`config.mk`:
```
export PLATFORM = sky130hd
export DESIGN_NAME = evuart
export DESIGN_NICKNAME = d
export VERILOG_FILES = /design/src/rtl/evuart_pkg.sv /design/src/rtl/evuart_baud.sv /design/src/rtl/evuart_tx.sv /design/src/rtl/evuart_rx.sv /design/src/rtl/evuart.sv
export SDC_FILE = /design/constraint.sdc
export NUM_CORES = 1
export LEC_CHECK = 0
export BUFFER_PORTS_ARGS = -buffer_cell sky130_fd_sc_hd__buf_2
export CORE_MARGIN = 2
export CORE_UTILIZATION = 37
export DETAILED_ROUTE_END_ITERATION = 16
export PLACE_DENSITY_LB_ADDON = 0.2
export SYNTH_ARGS = -nofsm -noshare
export SYNTH_HDL_FRONTEND = slang
export SYNTH_SLANG_ARGS = --single-unit
```
`constraint.sdc`:
```
create_clock -name clk -period 3.8 [get_ports clk]
set_input_delay 0.19 -clock clk [delete_from_list [all_inputs] [get_ports clk]]
set_output_delay 0.19 -clock clk [all_outputs]
set_load 0.02 [all_outputs]
```
`src/rtl/evuart_pkg.sv`:
```
package evuart_pkg;
  // register index taken from byte address bits [4:2]
  typedef enum logic [2:0] {
    RG_DATA = 3'd0,
    RG_DIV  = 3'd1,
    RG_STAT = 3'd2,
    RG_CTRL = 3'd3,
    RG_DBG  = 3'd4
  } reg_idx_e;

  localparam int ST_EMPTY = 0;
  localparam int ST_RXEV  = 1;
  localparam int ST_TXEV  = 2;

  localparam int CT_RXIE  = 0;
  localparam int CT_TXIE  = 1;
  localparam int CT_W     = 3;

  localparam int FRAME_BITS = 10;

  typedef enum logic [1:0] {
    RX_IDLE,
    RX_START,
    RX_DATA,
    RX_STOP
  } rx_state_e;
endpackage

```
`src/rtl/evuart_baud.sv`:
```
module evuart_baud #(
  parameter int DIV_W = 16
) (
  input  logic             clk,
  input  logic             rst_n,
  input  logic [DIV_W-1:0] div,
  output logic             tick
);
  logic [DIV_W-1:0] cnt;
  logic [DIV_W:0]   nxt;

  assign nxt  = {1'b0, cnt} + 1'b1;
  // divisor 0 behaves as divisor 1: a tick on every clock
  assign tick = (nxt >= {1'b0, div});

  always_ff @(posedge clk or negedge rst_n) begin
    if (!rst_n)    cnt <= '0;
    else if (tick) cnt <= '0;
    else           cnt <= nxt[DIV_W-1:0];
  end
endmodule

```
`src/rtl/evuart_tx.sv`:
```
module evuart_tx #(
  parameter int OVS = 16
) (
  input  logic       clk,
  input  logic       rst_n,
  input  logic       tick,
  input  logic       start,
  input  logic [7:0] data,
  output logic       busy,
  output logic       done,
  output logic       txd
);
  import evuart_pkg::*;
  localparam int SUB_W = $clog2(OVS);
  localparam int BIT_W = $clog2(FRAME_BITS);

  logic [FRAME_BITS-1:0] sh;
  logic [SUB_W-1:0]      sub;
  logic [BIT_W-1:0]      bitn;

  always_ff @(posedge clk or negedge rst_n) begin
    if (!rst_n) begin
      busy <= 1'b0;
      done <= 1'b0;
      sh   <= '1;
      sub  <= '0;
      bitn <= '0;
    end else begin
      done <= 1'b0;
      if (!busy) begin
        if (start) begin
          busy <= 1'b1;
          sh   <= {1'b1, data, 1'b0};
          sub  <= '0;
          bitn <= '0;
        end
      end else if (tick) begin
        if (sub == SUB_W'(OVS - 1)) begin
          sub <= '0;
          if (bitn == BIT_W'(FRAME_BITS - 1)) begin
            busy <= 1'b0;
            done <= 1'b1;
          end else begin
            bitn <= bitn + 1'b1;
            sh   <= {1'b1, sh[FRAME_BITS-1:1]};
          end
        end else begin
          sub <= sub + 1'b1;
        end
      end
    end
  end

  assign txd = busy ? sh[0] : 1'b1;
endmodule

```
`src/rtl/evuart_rx.sv`:
```
module evuart_rx #(
  parameter int OVS = 16
) (
  input  logic       clk,
  input  logic       rst_n,
  input  logic       tick,
  input  logic       rxd,
  output logic       done,
  output logic [7:0] data
);
  import evuart_pkg::*;
  localparam int SUB_W = $clog2(OVS);
  localparam int HALF  = OVS / 2 - 1;

  logic       s1, s2;
  rx_state_e  st;
  logic [SUB_W-1:0] sub;
  logic [2:0] bitn;
  logic [7:0] sh;

  always_ff @(posedge clk or negedge rst_n) begin
    if (!rst_n) begin
      s1 <= 1'b1;
      s2 <= 1'b1;
    end else begin
      s1 <= rxd;
      s2 <= s1;
    end
  end

  always_ff @(posedge clk or negedge rst_n) begin
    if (!rst_n) begin
      st   <= RX_IDLE;
      sub  <= '0;
      bitn <= '0;
      sh   <= '0;
      done <= 1'b0;
    end else begin
      done <= 1'b0;
      if (tick) begin
        unique case (st)
          RX_IDLE: if (!s2) begin
            st  <= RX_START;
            sub <= '0;
          end
          RX_START: begin
            if (sub == SUB_W'(HALF)) begin
              sub  <= '0;
              bitn <= '0;
              st   <= s2 ? RX_IDLE : RX_DATA;
            end else begin
              sub <= sub + 1'b1;
            end
          end
          RX_DATA: begin
            if (sub == SUB_W'(OVS - 1)) begin
              sub <= '0;
              sh  <= {s2, sh[7:1]};
              if (bitn == 3'd7) st <= RX_STOP;
              else              bitn <= bitn + 1'b1;
            end else begin
              sub <= sub + 1'b1;
            end
          end
          RX_STOP: begin
            if (sub == SUB_W'(OVS - 1)) begin
              sub  <= '0;
              done <= 1'b1;
              st   <= RX_IDLE;
            end else begin
              sub <= sub + 1'b1;
            end
          end
          default: st <= RX_IDLE;
        endcase
      end
    end
  end

  assign data = sh;
endmodule

```
`src/rtl/evuart.sv`:
```
module evuart #(
  parameter int DIV_W = 16,
  parameter int OVS   = 16
) (
  input  logic        clk,
  input  logic        rst_n,
  input  logic        bus_en,
  input  logic        bus_wr,
  input  logic [4:0]  bus_addr,
  input  logic [31:0] bus_wdata,
  output logic [31:0] bus_rdata,
  output logic        irq,
  output logic        txd,
  input  logic        rxd
);
  import evuart_pkg::*;

  reg_idx_e         idx;
  logic             wr, wr_data, wr_div, wr_stat, wr_ctrl, wr_dbg;
  logic [DIV_W-1:0] div_q;
  logic [CT_W-1:0]  ctrl_q;
  logic             dbg_q;
  logic             rx_evt, tx_evt;
  logic [7:0]       rx_buf;
  logic             tick, tx_busy, tx_done, rx_done;
  logic [7:0]       rx_byte;
  logic             clr_rx, clr_tx, rx_take;
  logic             unused_bits;

  assign idx     = reg_idx_e'(bus_addr[4:2]);
  assign wr      = bus_en & bus_wr;
  assign wr_data = wr && (idx == RG_DATA);
  assign wr_div  = wr && (idx == RG_DIV);
  assign wr_stat = wr && (idx == RG_STAT);
  assign wr_ctrl = wr && (idx == RG_CTRL);
  assign wr_dbg  = wr && (idx == RG_DBG);

  assign clr_rx  = wr_stat & bus_wdata[ST_RXEV];
  assign clr_tx  = wr_stat & bus_wdata[ST_TXEV];
  // a byte is taken when the holding register is free or freed this cycle
  assign rx_take = rx_done & (~rx_evt | clr_rx);

  assign unused_bits = ^bus_wdata ^ ^bus_addr[1:0];

  evuart_baud #(.DIV_W(DIV_W)) u_baud (
    .clk  (clk),
    .rst_n(rst_n),
    .div  (div_q),
    .tick (tick)
  );

  evuart_tx #(.OVS(OVS)) u_tx (
    .clk  (clk),
    .rst_n(rst_n),
    .tick (tick),
    .start(wr_data),
    .data (bus_wdata[7:0]),
    .busy (tx_busy),
    .done (tx_done),
    .txd  (txd)
  );

  evuart_rx #(.OVS(OVS)) u_rx (
    .clk  (clk),
    .rst_n(rst_n),
    .tick (tick),
    .rxd  (rxd),
    .done (rx_done),
    .data (rx_byte)
  );

  always_ff @(posedge clk or negedge rst_n) begin
    if (!rst_n) begin
      div_q  <= '0;
      ctrl_q <= '0;
      dbg_q  <= 1'b0;
      rx_evt <= 1'b0;
      tx_evt <= 1'b0;
      rx_buf <= '0;
    end else begin
      if (wr_div)  div_q  <= bus_wdata[DIV_W-1:0];
      if (wr_ctrl) ctrl_q <= bus_wdata[CT_W-1:0];
      if (wr_dbg)  dbg_q  <= bus_wdata[0];
      if (rx_take) rx_buf <= rx_byte;
      // a new event outranks a clear in the same cycle
      rx_evt <= rx_take | (rx_evt & ~clr_rx);
      tx_evt <= tx_done | (tx_evt & ~clr_tx);
    end
  end

  always_comb begin
    bus_rdata = '0;
    unique case (idx)
      RG_DATA: bus_rdata[7:0]       = rx_buf;
      RG_DIV:  bus_rdata[DIV_W-1:0] = div_q;
      RG_STAT: bus_rdata[2:0]       = {tx_evt, rx_evt, ~tx_busy};
      RG_CTRL: bus_rdata[CT_W-1:0]  = ctrl_q;
      RG_DBG:  bus_rdata[0]         = dbg_q;
      default: bus_rdata = '0;
    endcase
  end

  assign irq = (ctrl_q[CT_RXIE] & rx_evt) | (ctrl_q[CT_TXIE] & tx_evt);
endmodule

```
==> out/qor.txt, run 1 <==
Status -> finished, final reports clean
Die footprint -> 13100 um2
Placer Congestion -> 0.784
Ant. Diodes -> 0
Final setup fails -> 0
Max_cap viols -> 0
Critical Path Sink Type -> register
Worst-Skew Late Latency -> 340 ps
Power density cells -> 458 nW/um2
Via count of the routed design -> 3335
GRT overflow -> 0
Post-synth EDFFs -> 0
Vias in the first global route -> 3237
Tot Pwr -> 2.38 mW
Mapped Cells -> 445
Final Skew -> 9.69 ps
Max Slew Vio Count -> 0
CTS Buffer Depth -> 2
CTS sink count -> 85
Syn avg cell area -> 10.2 um2
Fin crit share -> 90.5%
Fin. Hold Viols -> 0
Syn. warnings -> 0
Setup TNS -> 0 ps
#FFs+latches synth -> 85
TritonCTS Buffers -> 9
Post-Syn Area -> 4530 um2
Die Span X -> 115 um
Non-Filler Instances -> 640
Logic pwr share -> 17.2%
# DRC -> 0
Ports -> 76
Total Routing Usage GR -> 16.1%
H-tree depth -> 3
Port Buf Inserts -> 41
Iter 0 DRT Violations -> 127
Starting Density -> 37.9%
Core area -> 12000 um2
CTS tree -> done
Antenna viol nets, final -> 0
Share of layout cells above drive strength 1 -> 22.3%
Hold Crit Class -> input port to register
Startpoint Class -> register
Worst slew pin tran -> 757 ps
DP Wirelength -> 7200 um
Clk pwr share -> 38.8%
Min cycle time layout -> 3440 ps
Routed len/inst -> 15.6 um
Peak supply drop -> 0.000208 V
Net count, final -> 553
Internal power -> 1.73 mW
Leak pwr -> 2.49 nW
Ys flop type -> dfrtp_1
CTS Root Buffer Type -> clkbuf_16
Critical Path RT -> 4020 ps
Cell variety after synth -> 60
Critical path type -> register to register
Largest net degree at the start of global routing -> 59
Post-synthesis sequential area ratio -> 47.2%
Global-route wire length before repair -> 16400 um
NetSw -> 643 uW
Max-slew headroom -> 49.5%
Sequential fraction of design power -> 43.9%
Critical-path maximum fanout -> 13
Synth async-reset ratio -> 100%
Post-Route WL -> 9980 um
Row Count -> 40
Initial antenna violation count -> 0
Via density per instance -> 5.21
Sw Share -> 27.1%
Fmax -> 0.291 GHz
First-pass detailed-route iteration total -> 4
Worst EP arrival -> 3660 ps
Die height -> 115 um
Syn-to-layout area delta -> 14.3%
Clock-pin slew on the worst setup and hold paths -> 60 ps
RSZ-0062 raised after global routing -> false
Placed cell count -> 621
[stage by stage]
| stage | utilization [%] | instance area, um2 | hold slack, ps | worst slack [ps] |
|---|---|---|---|---|
| final | 43.3 | 5180 | 66.3 | 361 |
| after detailed placement | 40.4 | 4830 | 297 | 146 |
| after floorplan | - | 4590 | -106 | 700 |
| after global placement | 40.4 | 4830 | 295 | 218 |
| after global routing | 43.3 | 5180 | 70.6 | 24.0 |
| after CTS | 43.1 | 5160 | 59.1 | 132 |
[critical path, cell delays in order (launching register included)]
cell      delay, ps
dfrtp_1         420
ha_1            260
nand3_1         150
nor3_4          250
nand2_1         100
xnor2_1         240
ha_1            310
nand4_1         140
nor4_1           70
a311oi_1        330
nand3_2         240
or2_4           360
and3_1          200
mux2_2          270
[state kept, by name (all words and copies together), names as in the netlist, named ones only]
register / flops
ctrl_q: 3
dbg_q: 1
div_q: 16
rx_buf: 8
rx_evt: 1
tx_evt: 1
u_baud.cnt: 16
u_rx.bitn: 3
u_rx.data: 8
u_rx.done: 1
u_rx.s1: 1
u_rx.s2: 1
u_rx.st: 1
u_rx.sub: 4
u_tx.bitn: 4
u_tx.busy: 1
u_tx.done: 1
u_tx.sh: 9
u_tx.sub: 4
[kinds of logic after synthesis]
logic type      count (synthesis)  share of synthesized area [%]
xor+xnor                       15                           2.90
fa+ha+maj                      23                           6.35
compound gates                 77                           11.3
flops                          85                           47.2
buf+inv                        56                           6.29
simple gates                  156                           17.5
mux                            32                           8.28
other cells                     1                         0.0827
[path summary, 6_finish.rpt]
check / end / slack, ps / cells after the start / start
worst min-delay path: div_q[11]$_DFFE_PN0P_ / 70 / 3 / bus_wdata[11]
worst max register to register: u_rx.bitn[0]$_DFFE_PN0P_ / 360 / 13 / u_baud.cnt[0]$_DFF_PN0_
min in group asynchronous: u_rx.data[1]$_DFFE_PN0P_ / 470 / 2 / rst_n
max in group asynchronous: u_tx.sh[7]$_DFFE_PN1P_ / 2400 / 3 / rst_n
worst max-delay path: u_rx.bitn[0]$_DFFE_PN0P_ / 360 / 13 / u_baud.cnt[0]$_DFF_PN0_
worst min register to register: u_rx.s2$_DFF_PN1_ / 360 / 0 / u_rx.s1$_DFF_PN1_
[final cells by class]
class                      count  area (um2)
multi-input combinational    319        2180
sequential                    85        2140
timing repair buffer          50         280
fill                        1163        6780
inverter                      23        86.3
clock buffer                  12         236
clock inverter                 4        72.6
tap                          147         184
[timing repair]
item | CTS | global route
buffers inserted | 0 | 1
hold endpoints to repair | 56 | 0
setup endpoints to repair | 0 | 22
gates resized for setup | 0 | 4
hold buffers | 2 | 0
[layer usage]
metal,up-vias,global-route usage [%],share of wire [%]
met5,-,0,0
met4,0,5.85,1.6
met3,14,3.02,3.3
met2,77,25.5,46
met1,1627,22.0,49
li1,1617,-,-
[power groups by stage]
stage / registers [mW] / clock network (mW) / logic [mW]
global route: 1.05 / 0.982 / 0.469
finish: 1.04 / 0.923 / 0.409
detailed placement: 1.06 / 0 / 0.406
floorplan: 1.05 / 0 / 0.301
CTS: 1.04 / 0.944 / 0.413
global placement: 1.06 / 0 / 0.399
[placed cells by master, fill, tap and decap left out, types with 4 or more instances in the layout]
cell type   n
nor2_1     38
ha_1       23
a21oi_1    10
nand2b_1    5
inv_1      23
mux2_2     24
buf_4       8
nand4_1     5
nand2_1    42
xor2_1      6
a22o_1      4
a31oi_1     4
dfrtp_1    74
conb_1     16
nand3_1    15
and3_1      9
mux2i_1     6
dfstp_2    11
o22ai_1     8
o21ai_0    22
clkbuf_16   9
a221oi_1    6
buf_2      40
and2_1     21
xnor2_1     9
[Yosys cell counts (2+ instances only)]
| master | number | share of area, % |
|---|---|---|
| dfstp_2 | 11 | 6.4 |
| o311ai_1 | 2 | 0.39 |
| o2bb2ai_1 | 3 | 0.58 |
| mux4_2 | 2 | 0.99 |
| xnor2_1 | 9 | 1.7 |
| a221oi_1 | 6 | 1.2 |
| nand3_1 | 15 | 1.7 |
| buf_4 | 17 | 2.8 |
| a31o_2 | 2 | 0.39 |
| a21o_1 | 2 | 0.33 |
| a21oi_1 | 10 | 1.1 |
| o21ai_0 | 22 | 2.4 |
| and2_1 | 21 | 2.9 |
| and3_1 | 9 | 1.2 |
| a31oi_1 | 4 | 0.55 |
| buf_2 | 2 | 0.22 |
| mux2_2 | 24 | 6.0 |
| mux2i_1 | 6 | 1.3 |
| a32o_1 | 2 | 0.44 |
| nand4_1 | 5 | 0.69 |
| nand2_1 | 42 | 3.5 |
| inv_1 | 23 | 1.9 |
| clkbuf_1 | 11 | 0.91 |
| xor2_1 | 6 | 1.2 |
| nor2b_1 | 3 | 0.41 |
| nor2_1 | 39 | 3.2 |
| nor2_2 | 2 | 0.28 |
| nand3_2 | 2 | 0.44 |
| dfrtp_1 | 74 | 41 |
| nand2b_1 | 5 | 0.69 |
| nor4_1 | 3 | 0.41 |
| ha_1 | 23 | 6.4 |
| a22o_1 | 4 | 0.77 |
| o22ai_1 | 8 | 1.1 |
Power figures use the tool's default switching activity.
==> inputs of run 2 (changes only) <==
--- a/config.mk
+++ b/config.mk
@@ -9,6 +9,7 @@
 export CORE_MARGIN = 2
 export CORE_UTILIZATION = 37
 export DETAILED_ROUTE_END_ITERATION = 16
+export MAX_ROUTING_LAYER = met4
 export PLACE_DENSITY_LB_ADDON = 0.2
 export SYNTH_ARGS = -nofsm -noshare
 export SYNTH_HDL_FRONTEND = slang
==> run 2 against run 1 <==
Die area did not move. Flip-flop and latch count did not move. Worst setup slack got worse by 12 ps. Combinational power barely moved. Fmax fell by 0.34%. Critical endpoint unchanged.
==> out/qor.txt, run 2 (same netlist as run 1, synthesis figures left out) <==
Vias in the first global route -> 3234
Crit path cell chain -> ha_1, nand3_1, nor3_4, nand2_1, xnor2_1, ha_1, nand4_1, nor4_1, a311oi_1, nand3_2, or2_4, and3_1, mux2_2
Non-Filler Instances -> 640
Power density cells -> 459 nW/um2
Critical path type -> register to register
Setup slack after layout -> 349 ps
R2R setup slack -> 350 ps
RSZ-0062 raised after global routing -> false
Die footprint -> 13100 um2
First-pass detailed-route iteration total -> 4
Iter 0 DRT Violations -> 139
Setup TNS -> 0 ps
Worst path max stage delay -> 410 ps
Critical Path RT -> 4020 ps
Max Slew Vio Count -> 0
Status -> finished, final reports clean
Core area -> 12000 um2
R2R Path End -> u_rx.bitn[0]$_DFFE_PN0P_
Placer Congestion -> 0.795
Worst EP arrival -> 3670 ps
Final setup fails -> 0
# DRC -> 0
Worst-Skew Late Latency -> 340 ps
Fmax -> 0.290 GHz
Worst path most repeated cell -> ha_1
CTS Buffer Depth -> 2
Row Count -> 40
Final Skew -> 8.79 ps
Routed len/inst -> 15.6 um
Most frequent cells in the layout -> 74 x dfrtp_1, 42 x nand2_1, 40 x buf_2, 38 x nor2_1, 24 x mux2_2
Total Routing Usage GR -> 16.6%
Clock-pin slew on the worst setup and hold paths -> 60 ps
Global-route wire length before repair -> 16400 um
Hold_sp -> bus_wdata[11]
H-tree depth -> 3
R2R depth -> 13
Critical-path maximum fanout -> 13
Leak pwr -> 2.49 nW
Post-Route WL -> 10000 um
DP Wirelength -> 7200 um
Initial antenna violation count -> 0
Syn-to-layout area delta -> 14.3%
Hold depth -> 3
Place WS -> 146 ps
Die height -> 115 um
Fin. Hold Viols -> 0
CTS sink count -> 85
Biggest regs -> div_q (16), u_baud.cnt (16), u_tx.sh (9)
Net count, final -> 553
Worst r2r src -> u_baud.cnt[0]$_DFF_PN0_
Via count of the routed design -> 3326
Largest net degree at the start of global routing -> 59
Min cycle time layout -> 3450 ps
Critical Path Sink Type -> register
Highest-delay cell along the critical path -> dfrtp_1
Die Span X -> 115 um
Port Buf Inserts -> 41
Ports -> 76
TritonCTS Buffers -> 9
Startpoint Class -> register
Max_cap viols -> 0
GRT overflow -> 0
CTS tree -> done
Via density per instance -> 5.20
Ant. Diodes -> 0
Peak supply drop -> 0.000208 V
Share of layout cells above drive strength 1 -> 22.3%
Fin crit share -> 90.8%
Placed cell count -> 621
Starting Density -> 37.9%
Hold Crit Class -> input port to register
Worst slew pin tran -> 760 ps
Max-slew headroom -> 49.3%
Worst Hold End -> div_q[11]$_DFFE_PN0P_
CTS Root Buffer Type -> clkbuf_16
Antenna viol nets, final -> 0
Most common cell after layout, fill and taps aside -> dfrtp_1
-- run 2: cell counts in the layout (fill, tap and decap cells not counted) --
Identical to the previous run, type by type.
-- run 2: cell type report --
| cell class | count | area, um2 |
|---|---|---|
| flip-flops and latches | 85 | 2140 |
| clock buffers | 12 | 236 |
| inverters | 23 | 86.3 |
| well taps | 147 | 184 |
| repair buffers | 50 | 280 |
| clock inverters | 4 | 72.6 |
| multi-input cells | 319 | 2180 |
| fillers | 1163 | 6780 |
-- run 2: power by group --
part	internal (mW)	switching [mW]	leakage [nW]	total [mW]
logic	0.168	0.241	1.27	0.409
clock network	0.576	0.348	0.147	0.924
registers	0.989	0.0545	1.08	1.04
-- run 2: through the flow --
| stage | power, mW | utilization [%] | hold WS [ps] | cell area [um2] |
|---|---|---|---|---|
| floorplan | 1.35 | - | -106 | 4590 |
| global placement | 1.46 | 40.4 | 295 | 4830 |
| detailed placement | 1.47 | 40.4 | 297 | 4830 |
| CTS | 2.40 | 43.1 | 59.1 | 5160 |
| global route | 2.50 | 43.3 | 70.6 | 5180 |
| finish | 2.38 | 43.3 | 67.1 | 5180 |
-- run 2: worst max-delay path by stage --
stage                       startpoint  depth (start not counted)                       end
5_1_grt        u_baud.cnt[0]$_DFF_PN0_                         13                  register
6_report       u_baud.cnt[0]$_DFF_PN0_                         13  u_rx.bitn[0]$_DFFE_PN0P_
2_1_floorplan  u_baud.cnt[3]$_DFF_PN0_                         13  u_rx.data[0]$_DFFE_PN0P_
3_3_place_gp   u_baud.cnt[0]$_DFF_PN0_                         13  u_rx.data[4]$_DFFE_PN0P_
3_5_place_dp   u_baud.cnt[0]$_DFF_PN0_                         13  u_rx.data[2]$_DFFE_PN0P_
4_1_cts        u_baud.cnt[0]$_DFF_PN0_                         13  u_rx.data[6]$_DFFE_PN0P_
-- run 2: timing repair --
item / 4_1_cts / 5_1_grt
setup endpoints to repair: 0 / 22
setup buffers: 0 / 1
hold buffers: 2 / 0
hold endpoints to repair: 56 / 0
gates resized for setup: 0 / 4
-- run 2: routing by layer --
metal | vias to the layer above | part of all wire (%) | global-route usage, %
li1 | 1613 | - | -
met4 | 0 | 1.6 | 5.85
met1 | 1625 | 48 | 22.2
met5 | - | 0 | -
met2 | 75 | 47 | 25.4
met3 | 13 | 3.5 | 3.02
-- run 2: critical path: cells and delay by family, from the launching register on --
kind | cells | cell delay, ps
AOI/OAI and AO/OA | 1 | 330
xor gates and xnor gates | 1 | 250
and+or+nand+nor | 8 | 1500
muxes | 1 | 270
adders and majority gates | 2 | 570
DFF | 1 | 410
